## config.mk

```make
export PLATFORM = sky130hd
export DESIGN_NAME = bit_toggle_unit
export DESIGN_NICKNAME = d
export VERILOG_FILES = /design/src/rtl/bt_pkg.sv /design/src/rtl/bt_decode.sv /design/src/rtl/bt_modify.sv /design/src/rtl/bit_toggle_unit.sv
export SDC_FILE = /design/constraint.sdc
export NUM_CORES = 1
export LEC_CHECK = 0
export BUFFER_PORTS_ARGS = -buffer_cell sky130_fd_sc_hd__buf_2
export CORE_MARGIN = 5
export CORE_UTILIZATION = 43
export CTS_BUF_LIST = sky130_fd_sc_hd__clkbuf_16
export CTS_CLUSTER_SIZE = 28
export DETAILED_ROUTE_END_ITERATION = 7
export PLACE_DENSITY_LB_ADDON = 0.15
export RECOVER_POWER = 50
export SYNTH_ARGS = -nofsm -noshare
export SYNTH_HDL_FRONTEND = slang
export SYNTH_SLANG_ARGS = --single-unit
```

## constraint.sdc

```tcl
create_clock -name clk -period 1.05 [get_ports clk]
set_input_delay 0.105 -clock clk [delete_from_list [all_inputs] [get_ports clk]]
set_output_delay 0.105 -clock clk [all_outputs]
set_load 0.05 [all_outputs]
```

## src/rtl/bt_pkg.sv

```systemverilog
package bt_pkg;

    typedef enum logic [1:0] {
        PH_Q1 = 2'd0,
        PH_Q2 = 2'd1,
        PH_Q3 = 2'd2,
        PH_Q4 = 2'd3
    } phase_e;

    localparam int OPC_W = 4;

endpackage

```

## src/rtl/bt_decode.sv

```systemverilog
module bt_decode #(
    parameter int INSTR_W = 16,
    parameter int DATA_W  = 8,
    parameter int BANK_W  = 4,
    parameter int F_W     = 8,
    parameter logic [bt_pkg::OPC_W-1:0] OPCODE = 4'b0111
) (
    input  logic [INSTR_W-1:0]         instr_i,
    input  logic [BANK_W-1:0]          bank_i,
    output logic                       legal_o,
    output logic [$clog2(DATA_W)-1:0]  bit_o,
    output logic [BANK_W+F_W-1:0]      addr_o
);
    localparam int BIT_W   = $clog2(DATA_W);
    localparam int ACC_POS = F_W;
    localparam int BIT_LSB = F_W + 1;

    logic [F_W-1:0] file_f;
    logic           bank_mode;

    assign file_f    = instr_i[F_W-1:0];
    assign bank_mode = instr_i[ACC_POS];
    assign bit_o     = instr_i[BIT_LSB +: BIT_W];
    assign legal_o   = (instr_i[INSTR_W-1 -: bt_pkg::OPC_W] == OPCODE);

    always_comb begin
        if (bank_mode) begin
            addr_o = {bank_i, file_f};
        end else begin
            addr_o = {{BANK_W{file_f[F_W-1]}}, file_f};
        end
    end

endmodule

```

## src/rtl/bt_modify.sv

```systemverilog
module bt_modify #(
    parameter int DATA_W = 8
) (
    input  logic [DATA_W-1:0]          data_i,
    input  logic [$clog2(DATA_W)-1:0]  bit_i,
    output logic [DATA_W-1:0]          data_o
);
    for (genvar i = 0; i < DATA_W; i++) begin : g_bit
        assign data_o[i] = (int'(bit_i) == i) ? ~data_i[i] : data_i[i];
    end

endmodule

```

## src/rtl/bit_toggle_unit.sv

```systemverilog
module bit_toggle_unit #(
    parameter int INSTR_W = 16,
    parameter int DATA_W  = 8,
    parameter int BANK_W  = 4,
    parameter int F_W     = 8,
    parameter logic [bt_pkg::OPC_W-1:0] OPCODE = 4'b0111
) (
    input  logic                         clk,
    input  logic                         rst_n,
    input  logic [INSTR_W-1:0]           instr_i,
    input  logic [BANK_W-1:0]            bank_i,
    output logic [1:0]                   phase_o,
    output logic                         rd_en_o,
    output logic [BANK_W+F_W-1:0]        rd_addr_o,
    input  logic [DATA_W-1:0]            rd_data_i,
    output logic                         wr_en_o,
    output logic [BANK_W+F_W-1:0]        wr_addr_o,
    output logic [DATA_W-1:0]            wr_data_o,
    output logic                         illegal_o
);
    import bt_pkg::*;

    localparam int ADDR_W = BANK_W + F_W;
    localparam int BIT_W  = $clog2(DATA_W);

    typedef struct packed {
        phase_e              phase;
        logic                legal;
        logic [BIT_W-1:0]    bitpos;
        logic [ADDR_W-1:0]   addr;
        logic [DATA_W-1:0]   rdata;
        logic [DATA_W-1:0]   wdata;
    } state_t;

    state_t s_d, s_q;

    logic              dec_legal;
    logic [BIT_W-1:0]  dec_bit;
    logic [ADDR_W-1:0] dec_addr;
    logic [DATA_W-1:0] mod_data;

    bt_decode #(
        .INSTR_W (INSTR_W),
        .DATA_W  (DATA_W),
        .BANK_W  (BANK_W),
        .F_W     (F_W),
        .OPCODE  (OPCODE)
    ) u_decode (
        .instr_i (instr_i),
        .bank_i  (bank_i),
        .legal_o (dec_legal),
        .bit_o   (dec_bit),
        .addr_o  (dec_addr)
    );

    bt_modify #(
        .DATA_W (DATA_W)
    ) u_modify (
        .data_i (s_q.rdata),
        .bit_i  (s_q.bitpos),
        .data_o (mod_data)
    );

    always_comb begin
        s_d       = s_q;
        s_d.phase = phase_e'(s_q.phase + 2'd1);
        case (s_q.phase)
            PH_Q1: begin
                s_d.legal  = dec_legal;
                s_d.bitpos = dec_bit;
                s_d.addr   = dec_addr;
            end
            PH_Q2: s_d.rdata = rd_data_i;
            PH_Q3: s_d.wdata = mod_data;
            default: ;
        endcase
    end

    always_ff @(posedge clk) begin
        if (!rst_n) begin
            s_q <= '{phase: PH_Q1, legal: 1'b0, bitpos: '0,
                     addr: '0, rdata: '0, wdata: '0};
        end else begin
            s_q <= s_d;
        end
    end

    assign phase_o   = s_q.phase;
    assign rd_en_o   = (s_q.phase == PH_Q2) && s_q.legal;
    assign rd_addr_o = s_q.addr;
    assign wr_en_o   = (s_q.phase == PH_Q4) && s_q.legal;
    assign wr_addr_o = s_q.addr;
    assign wr_data_o = s_q.wdata;
    assign illegal_o = !s_q.legal && (s_q.phase != PH_Q1);

    // exactly one bit differs between captured read data and write data
    a_r2_single_bit_flip: assert property (@(posedge clk) disable iff (!rst_n)
        wr_en_o |-> $countones(wr_data_o ^ s_q.rdata) == 1);

    // a write follows a read of the same address two clocks earlier
    a_r6_read_then_write: assert property (@(posedge clk) disable iff (!rst_n)
        wr_en_o |-> ($past(rd_en_o, 2) && $past(rd_addr_o, 2) == wr_addr_o));

    // the strobe lasts a single clock
    a_r6_strobe_one_clock: assert property (@(posedge clk) disable iff (!rst_n)
        wr_en_o |=> !wr_en_o);

    // an illegal cycle performs no memory access
    a_r7_illegal_no_access: assert property (@(posedge clk) disable iff (!rst_n)
        illegal_o |-> (!wr_en_o && !rd_en_o));

    // the write phase is always followed by decode
    a_r5_wrap_to_decode: assert property (@(posedge clk) disable iff (!rst_n)
        (phase_o == 2'd3) |=> (phase_o == 2'd0));

    // the address is frozen outside decode
    a_r10_addr_held: assert property (@(posedge clk) disable iff (!rst_n)
        (phase_o != 2'd0) |=> $stable(rd_addr_o));

endmodule

```

; Word level (Yosys, flattened, before mapping)
; Index checks and enable logic that the tools add are counted.
[word_totals]
reg_bits = 34
input_bits = 30
output_inout_bits = 37
word_cells = 42
[op_classes]
n_addsub = 1
eq_ne = 11
mux = 9
n_bitwise = 8
reduce_logical = 7
[op_table]
columns = operator, count
row1 = $eq A3 B3 Y1 const B, 4
row2 = $mux W12, 1
row3 = $mux W1, 8
row4 = $not A1 Y1, 8
row5 = $eq A3 B2 Y1 const B, 2
row6 = $eq A2 B2 Y1 const B, 2
row7 = $eq A4 B3 Y1 const B, 1
row8 = $eq A3 B1 Y1 const B, 1
row9 = $logic_and A1 B1 Y1, 3
row10 = $logic_not A3 Y1, 1
row11 = $add A2 B1 Y2 const B, 1
row12 = $eq A2 B1 Y1 const B, 1
row13 = $logic_not A2 Y1, 1
row14 = $reduce_bool A2 Y1, 1
row15 = $logic_not A1 Y1, 1

; Logic depth before layout (Yosys ltp)
; Gate-level depths: netlist (run 1).
[logic_depth]
depth_word = 2
ltp_mapped = 5
ltp_nobuf = 4

; Modules after synthesis
; From an unflattened synthesis (run 1), not the netlist that was laid out.
[unflattened]
cells_unflattened = 182
area_unflattened_um2 = 1863.0
[modules_own_cells]
columns = mod, instances, cells_per_inst, area_each_um2, seq_area_each_um2
row1 = bit_toggle_unit, 1, 150, 1600.3, 680.7
row2 = bt_decode, 1, 16, 137.6, 0.0
row3 = bt_modify, 1, 16, 125.1, 0.0

; Least setup slack after synthesis (run 1)
; Ideal clock, no wire load.
[synth_timing]
path_kind = register to output
start = register s_q, in the netlist phase_o[0]
end = output port illegal_o
arrival_ps = 1497
slack_ps = -552
stages_incl_launch_ff = 5
path_cell_list = dfxtp_1 > inv_1 > ha_1 > buf_2 > nor2_1
[synth_via]
elab_chain_cells = 2
[synth_lines]
columns = element, line
row1 = start: declaration, bit_toggle_unit.sv:35  ; state_t s_d, s_q;
row2 = start signal: assignment, bit_toggle_unit.sv:81  ; s_q <= '{phase: PH_Q1, legal: 1'b0, bitpos: '0,
row3 = $reduce_bool A2 Y1, bit_toggle_unit.sv:94  ; assign illegal_o = !s_q.legal && (s_q.phase != PH_Q1);
row4 = $logic_and A1 B1 Y1, bit_toggle_unit.sv:94
row5 = end: declaration, bit_toggle_unit.sv:19  ; output logic illegal_o
; Every way passes these cells.

; Final worst setup path (run 1)
[layout_timing]
start = register s_q, in the netlist phase_o[0]
end = output port wr_en_o
[layout_via]
elab_chain_cells = 2
[layout_lines]
columns = element, line
row1 = $eq A2 B2 Y1, bit_toggle_unit.sv:91  ; assign wr_en_o = (s_q.phase == PH_Q4) && s_q.legal;
row2 = $logic_and A1 B1 Y1, bit_toggle_unit.sv:91
row3 = end: declaration, bit_toggle_unit.sv:16  ; output logic wr_en_o,
; Every way passes these cells.

==> results of run 1 <==
## critical path: cells and delay by family, from the launching register on
| family | cells | cell delay [ns] |
|---|---|---|
| flops | 1 | 0.36 |
| buf+inv | 2 | 0.26 |
| simple gates | 1 | 0.15 |
| fa+ha+maj | 1 | 0.14 |
## repair_timing
action,in CTS,in global routing
endpoints found under the setup margin,37,38
setup buffers,5,7
cloned,1,0
resized for setup,20,42
pin swaps,1,3
## worst paths after layout
path	endpoint	from	slack, ns
setup / recovery	wr_en_o	phase_o[0]$_SDFF_PN0_	-0.24
hold / removal	rd_addr_o[1]$_SDFFE_PN0N_	instr_i[1]	0.09
setup reg to reg	rd_addr_o[4]$_SDFFE_PN0N_	phase_o[0]$_SDFF_PN0_	-0.19
hold reg to reg	wr_data_o[3]$_SDFFE_PN0N_	wr_data_o[3]$_SDFFE_PN0N_	0.49
## cells in the final DEF (no fill, tap or decap), drive strengths merged
| cell | count |
|---|---|
| dfxtp | 34 |
| and2 | 3 |
| xor2 | 4 |
| nor3 | 1 |
| xnor2 | 4 |
| nor2 | 1 |
| o21ai | 12 |
| nor3b | 3 |
| ha | 4 |
| a21oi | 16 |
| clkbuf | 18 |
| nand3 | 1 |
| buf | 77 |
| and4b | 1 |
| nor2b | 22 |
| inv | 4 |
| nand3b | 3 |
| bufbuf | 1 |
| mux2i | 20 |
## through the flow
stage	util	hold WS, ns	total power [mW]
floorplan	-	0.2332	2.485
global placement	0.4830	0.3633	2.536
detailed placement	0.4830	0.3704	2.559
CTS	0.5509	0.08494	4.009
global route	0.5963	0.09000	4.298
finish	0.5963	0.09201	4.116
## final cells by class
cell class | count | area, µm² | area share
multi-input combinational | 95 | 825.8 | 0.3513
sequential | 34 | 691.9 | 0.2943
timing repair buffer | 91 | 630.6 | 0.2682
clock buffer | 5 | 125.1 | 0.05322
tap | 50 | 62.56 | 0.02661
clock inverter | 2 | 7.507 | 0.003193
inverter | 2 | 7.507 | 0.003193
## logic make-up (layout without fill, tap and decap cells)
| family | Yosys count | after routing | synth area share |
|---|---|---|---|
| and+or+nand+nor | 35 | 35 | 0.1429 |
| AOI/OAI and AO/OA | 28 | 28 | 0.08164 |
| muxes | 20 | 20 | 0.1166 |
| buffers and inverters | 46 | 100 | 0.1924 |
| DFF | 34 | 34 | 0.3965 |
| xor gates and xnor gates | 8 | 8 | 0.04081 |
| adders and majority gates | 4 | 4 | 0.02916 |
## registers in the layout, indices dropped and copies added, names as in the netlist
| register | flops |
|---|---|
| rd_addr_o | 12 |
| phase_o | 2 |
| wr_data_o | 8 |
| s_q | 12 |
## power by group through the flow
stage / Sequential (mW) / Clock (mW) / Combinational, mW
after floorplan: 1.49 / 0 / 0.999
after global placement: 1.51 / 0 / 1.03
after detailed placement: 1.51 / 0 / 1.05
after CTS: 1.49 / 1.36 / 1.15
after global routing: 1.52 / 1.42 / 1.36
final: 1.50 / 1.33 / 1.29
## routing by layer
metal / routed length [µm] / up-vias
li1: - / 648
met1: 1428 / 593
met2: 2146 / 39
met3: 283 / 6
met4: 48 / 0
met5: 0 / -
==> out/qor.log, run 1 <==
INFO  flow_run       timing.max_cap.violations=0
INFO  grt            number_of_antenna_violations_at_the_first_check_in_global_routing=0
INFO  sta            setup-violations-final=35
INFO  route          route.detailed.drc=0
INFO  clock_network  clock_tree_from_tritoncts=done
INFO  floorplan      die_h=73.19µm
INFO  grt            use_met3=0.05096
INFO  sta            worst-slew-pin-transition=0.2785ns
INFO  critical_path  setup.worst_path.end_class=output port
INFO  grt            global_route.usage.met2=0.2433
INFO  min_path       timing.hold.worst.class=input port to flop
INFO  min_path       hold-path-cell-count=3
INFO  layout         stdcell_area=2351µm²
INFO  synth          yosys.cell_count.top_type=sky130_fd_sc_hd__buf_4
INFO  synth          synth_sequential_area_ratio=0.3965
INFO  floorplan      initial_utilization=0.4354
INFO  grt            grt_first_pass_wirelength=5644µm
INFO  synth          synth_cells=175
INFO  sta            unrepaired_setup_endpoints_after_global_routing=true
INFO  power          power.density=1751nW/µm²
INFO  synth          synth_warnings=0
INFO  clock_network  htree_num_levels=2
INFO  clock_network  holdBufCountCts=0
INFO  place          dpl-instance-area=1904µm²
INFO  synth          syn-cell-area=1717µm²
INFO  place          placed_insts=259
INFO  power          ir_worst_vdd=1060µV
INFO  power          power_leakage=1.092nW
INFO  sta            finalHoldViolations=0
INFO  route          vias=1286
INFO  place          detailed_place_hpwl=2624µm
INFO  route          wl=3906µm
INFO  layout         layout-drive-gt1-share=0.5590
INFO  sta            slew_headroom=0.8151
INFO  synth          synth_edf_count=0
INFO  synth          post-synth-top-area-fraction=0.3965
INFO  critical_path  cell_chain_of_the_critical_path=buf_6 > ha_4 > and2_4 > buf_8
INFO  grt            grt_pass1_vias=1197
INFO  critical_path  timing.critical_path.required=0.94ns
INFO  critical_path  worst-r2r-cell-count=5
INFO  layout         flow.area_growth_from_synthesis=36.95%
INFO  route          post_drt_via_cell_ratio=4.609
INFO  clock_network  cts_num_sinks=34
INFO  grt            busiest_layer=met2
INFO  critical_path  cp_max_fo=4
INFO  route          drt_iter0_markers=71
INFO  clock_network  clk_transition_reported_paths=0.05ns
INFO  grt            grt_max_degree=20
INFO  sta            max_clock_freq=777.0MHz
INFO  synth          synth.avg_cell_area=9.809µm²
INFO  critical_path  path_class=flop to output port
INFO  sta            post-route-period-util=1.226
INFO  synth          most_area_consuming_cells_after_synthesis=sky130_fd_sc_hd__dfxtp_1 (40%), sky130_fd_sc_hd__buf_4 (15%), sky130_fd_sc_hd__mux2i_1 (12%), sky130_fd_sc_hd__nor2b_1 (8.0%), sky130_fd_sc_hd__a21oi_1 (4.7%)
INFO  power          clockPowerShare=0.323
INFO  floorplan      number_of_top_level_pins=67
INFO  run_status     status=finished with violations
INFO  sta            maxSlewViolCount=0
INFO  sta            setup_slack=-0.2370ns
INFO  grt            grtUsageMet1=0.1564
INFO  synth          yosysUniqueCellTypes=20
INFO  sta            fin_tns_setup=-3.862ns
INFO  clock_network  clockBufferDepth=2
INFO  clock_network  clk_latency=0.27ns
INFO  critical_path  timing.critical_path.from_type=flop
INFO  critical_path  crit_slowest_cell=sky130_fd_sc_hd__dfxtp_4
INFO  floorplan      placeableCoreArea=3943µm²
INFO  clock_network  clock-root-buffer=sky130_fd_sc_hd__clkbuf_16
INFO  power          net-switching-power=1.354mW
INFO  critical_path  critical_path.max_stage_delay=0.36ns
INFO  place          port_buffers=66
INFO  layout         finalNetCount=263
INFO  place          gp_congestion=0.7577
INFO  power          p_sw_frac=0.3289
INFO  sta            finalCriticalPeriod=1.287ns
INFO  synth          ys_ff_latch=34
INFO  grt            grt.overflow.total=0
INFO  synth          synth_fp_nets=209
INFO  floorplan      floorplan.die.width=73.19µm
INFO  critical_path  worst_ep_arrival_time=1.18ns
INFO  synth          netlist.top_cell.by_area=sky130_fd_sc_hd__dfxtp_1
INFO  layout         stdcell_count=279
INFO  power          seq_power_share=0.365
INFO  route          drtPass1Iterations=4
INFO  synth          dominantRegCellSynth=sky130_fd_sc_hd__dfxtp_1
INFO  layout         fill_cells=345
INFO  floorplan      dieArea=5356µm²
INFO  sta            clock_skew=0.004208ns
INFO  run_status     violations=negative setup slack
INFO  route          routedWlPerCell=14.00µm
INFO  layout         n_antenna_cell=0
INFO  power          power_frac_comb=0.313
INFO  floorplan      fp-row-count=23
INFO  synth          async_reset_ff_frac=0
INFO  synth          ys_top_cells_by_count=sky130_fd_sc_hd__buf_4 (35), sky130_fd_sc_hd__dfxtp_1 (34), sky130_fd_sc_hd__nor2b_1 (22)
INFO  power          internal_power_consumption=2.762mW
INFO  place          preCtsSetupSlack=-0.1196ns
INFO  clock_network  cts_buffers=5
INFO  route          ant_nets=0
INFO  grt            groute.usage.overall=0.1402
No activity file was read; power rests on OpenSTA's default activity.
==> run 2, diff against run 1 <==
CORE_MARGIN = 4   (was 5)
==> out/qor.log, run 2 (synthesis gave the netlist of run 1 again) <==
INFO  power          report.power.total=4.094mW
INFO  critical_path  worst_ep_arrival_time=1.19ns
INFO  sta            finalCriticalPeriod=1.294ns
INFO  clock_network  holdBufCountCts=0
INFO  floorplan      number_of_top_level_pins=67
INFO  place          preCtsSetupSlack=-0.08946ns
INFO  run_status     violations=negative setup slack
INFO  sta            worst-slew-pin-transition=0.6207ns
INFO  layout         stdcell_count=271
INFO  layout         post-route-util=0.6231
INFO  min_path       timing.hold.worst.class=input port to flop
INFO  clock_network  clockBufferDepth=2
INFO  grt            grt_first_pass_wirelength=5602µm
INFO  place          port_buffers=66
INFO  critical_path  timing.critical_path.from_type=flop
INFO  grt            grt.overflow.total=0
INFO  sta            unrepaired_setup_endpoints_after_global_routing=true
INFO  sta            slew_headroom=0.5862
INFO  grt            grt_pass1_vias=1240
INFO  place          placed_insts=252
INFO  route          routedWlPerCell=12.93µm
INFO  sta            max_clock_freq=772.8MHz
INFO  clock_network  clock_tree_from_tritoncts=done
INFO  critical_path  cp_max_fo=3
INFO  clock_network  cts_buffers=5
INFO  place          dpl-instance-area=1877µm²
INFO  sta            maxSlewViolCount=0
INFO  route          post_drt_via_cell_ratio=4.642
INFO  floorplan      fp-row-count=22
INFO  grt            groute.usage.overall=0.1410
INFO  critical_path  timing.critical_path.required=0.94ns
INFO  clock_network  htree_num_levels=2
INFO  layout         multi_input_area=850.8µm²
INFO  sta            clock_skew=0.003970ns
INFO  layout         flow.area_growth_from_synthesis=36.88%
INFO  clock_network  clk_transition_reported_paths=0.05ns
INFO  floorplan      placeableCoreArea=3771µm²
INFO  run_status     status=finished with violations
INFO  critical_path  setup.worst_path.end_class=output port
INFO  route          drt_iter0_markers=44
INFO  layout         n_antenna_cell=0
INFO  layout         layout-drive-gt1-share=0.5605
INFO  clock_network  cts_num_sinks=34
INFO  floorplan      die_h=71.19µm
INFO  layout         mostFrequentLayoutCell=sky130_fd_sc_hd__buf_2
INFO  power          power.density=1742nW/µm²
INFO  route          ant_nets=0
INFO  sta            setup_slack=-0.2440ns
INFO  layout         stdcell_area=2350µm²
INFO  route          vias=1258
INFO  sta            finalHoldViolations=0
INFO  grt            number_of_antenna_violations_at_the_first_check_in_global_routing=0
INFO  layout         fill_cells=299
INFO  route          wl=3505µm
INFO  layout         layout_common_cells=sky130_fd_sc_hd__buf_2 (60), sky130_fd_sc_hd__dfxtp_1 (29), sky130_fd_sc_hd__nor2b_1 (22)
INFO  flow_run       timing.max_cap.violations=0
INFO  power          power_leakage=1.076nW
INFO  clock_network  clock-root-buffer=sky130_fd_sc_hd__clkbuf_16
INFO  route          route.detailed.drc=0
INFO  floorplan      floorplan.die.width=71.19µm
INFO  route          drtPass1Iterations=4
INFO  sta            post-route-period-util=1.232
INFO  sta            setup-violations-final=30
INFO  clock_network  clk_latency=0.27ns
INFO  critical_path  path_class=flop to output port
INFO  layout         finalNetCount=257
INFO  grt            grt_max_degree=35
INFO  floorplan      dieArea=5067µm²
INFO  floorplan      initial_utilization=0.4552
INFO  power          ir_worst_vdd=997.7µV
INFO  layout         seqCellArea=694.4µm²
INFO  place          gp_congestion=0.7752
-- run 2: cell types whose count changed in the layout (fill, tap and decap cells not counted), moves of 2 or more --
cell and change:
sky130_fd_sc_hd__inv_2 -2, sky130_fd_sc_hd__o21ai_0 -2, sky130_fd_sc_hd__buf_2 +13, sky130_fd_sc_hd__inv_4 +2
sky130_fd_sc_hd__clkbuf_2 -13, sky130_fd_sc_hd__buf_4 -9, sky130_fd_sc_hd__buf_8 -3, sky130_fd_sc_hd__buf_6 +3
-- run 2: path summary, 6_finish.rpt --
check / depth (start not counted) / slack (ns) / start / endpoint
hold / removal: 3 / 0.09 / rd_data_i[5] / s_q[13]$_SDFFE_PN0N_
setup / recovery: 4 / -0.24 / phase_o[0]$_SDFF_PN0_ / wr_en_o
hold reg to reg: 2 / 0.50 / wr_data_o[3]$_SDFFE_PN0N_ / wr_data_o[3]$_SDFFE_PN0N_
setup reg to reg: 6 / -0.11 / phase_o[0]$_SDFF_PN0_ / wr_data_o[0]$_SDFFE_PN0N_
-- run 2: where the power goes --
part / switching (mW) / internal, mW
sequential: 0.0970 / 1.41
clock: 0.473 / 0.845
combinational: 0.773 / 0.500
-- run 2: worst max-delay path, stage by stage, from the launching register on --
cell and delay, ns:
sky130_fd_sc_hd__dfxtp_4 0.36, sky130_fd_sc_hd__buf_6 0.12, sky130_fd_sc_hd__ha_4 0.14, sky130_fd_sc_hd__and2_4 0.15, sky130_fd_sc_hd__buf_8 0.14
-- run 2: repair_timing --
action | CTS | global route
resized for setup | 23 | 45
endpoints found under the setup margin | 37 | 37
pin swaps | 4 | 5
buffers inserted | 5 | 6
gates cloned | 1 | 1
-- run 2: metrics by stage --
stage	hold slack [ns]	setup TNS [ns]
2_1_floorplan	0.2332	-0.01035
3_3_place_gp	0.3588	-1.189
3_5_place_dp	0.3726	-2.038
4_1_cts	0.08907	-2.576
5_1_grt	0.1185	-4.134
6_report	0.09242	-2.340
-- run 2: cell type report --
| type | instances | share of cell area |
|---|---|---|
| clock inverters | 2 | 0.003195 |
| inverters | 2 | 0.005325 |
| well taps | 48 | 0.02556 |
| flip-flops and latches | 34 | 0.2955 |
| clock buffers | 5 | 0.05325 |
| repair buffers | 85 | 0.2551 |
| multi-input cells | 95 | 0.3621 |
-- run 2: layer usage --
metal | up-vias | routed length, µm | track usage
met5 | - | 0 | 0
met4 | 0 | 56 | 0.08142
met3 | 5 | 245 | 0.03977
met2 | 36 | 1731 | 0.2316
met1 | 577 | 1472 | 0.1626
li1 | 640 | - | -
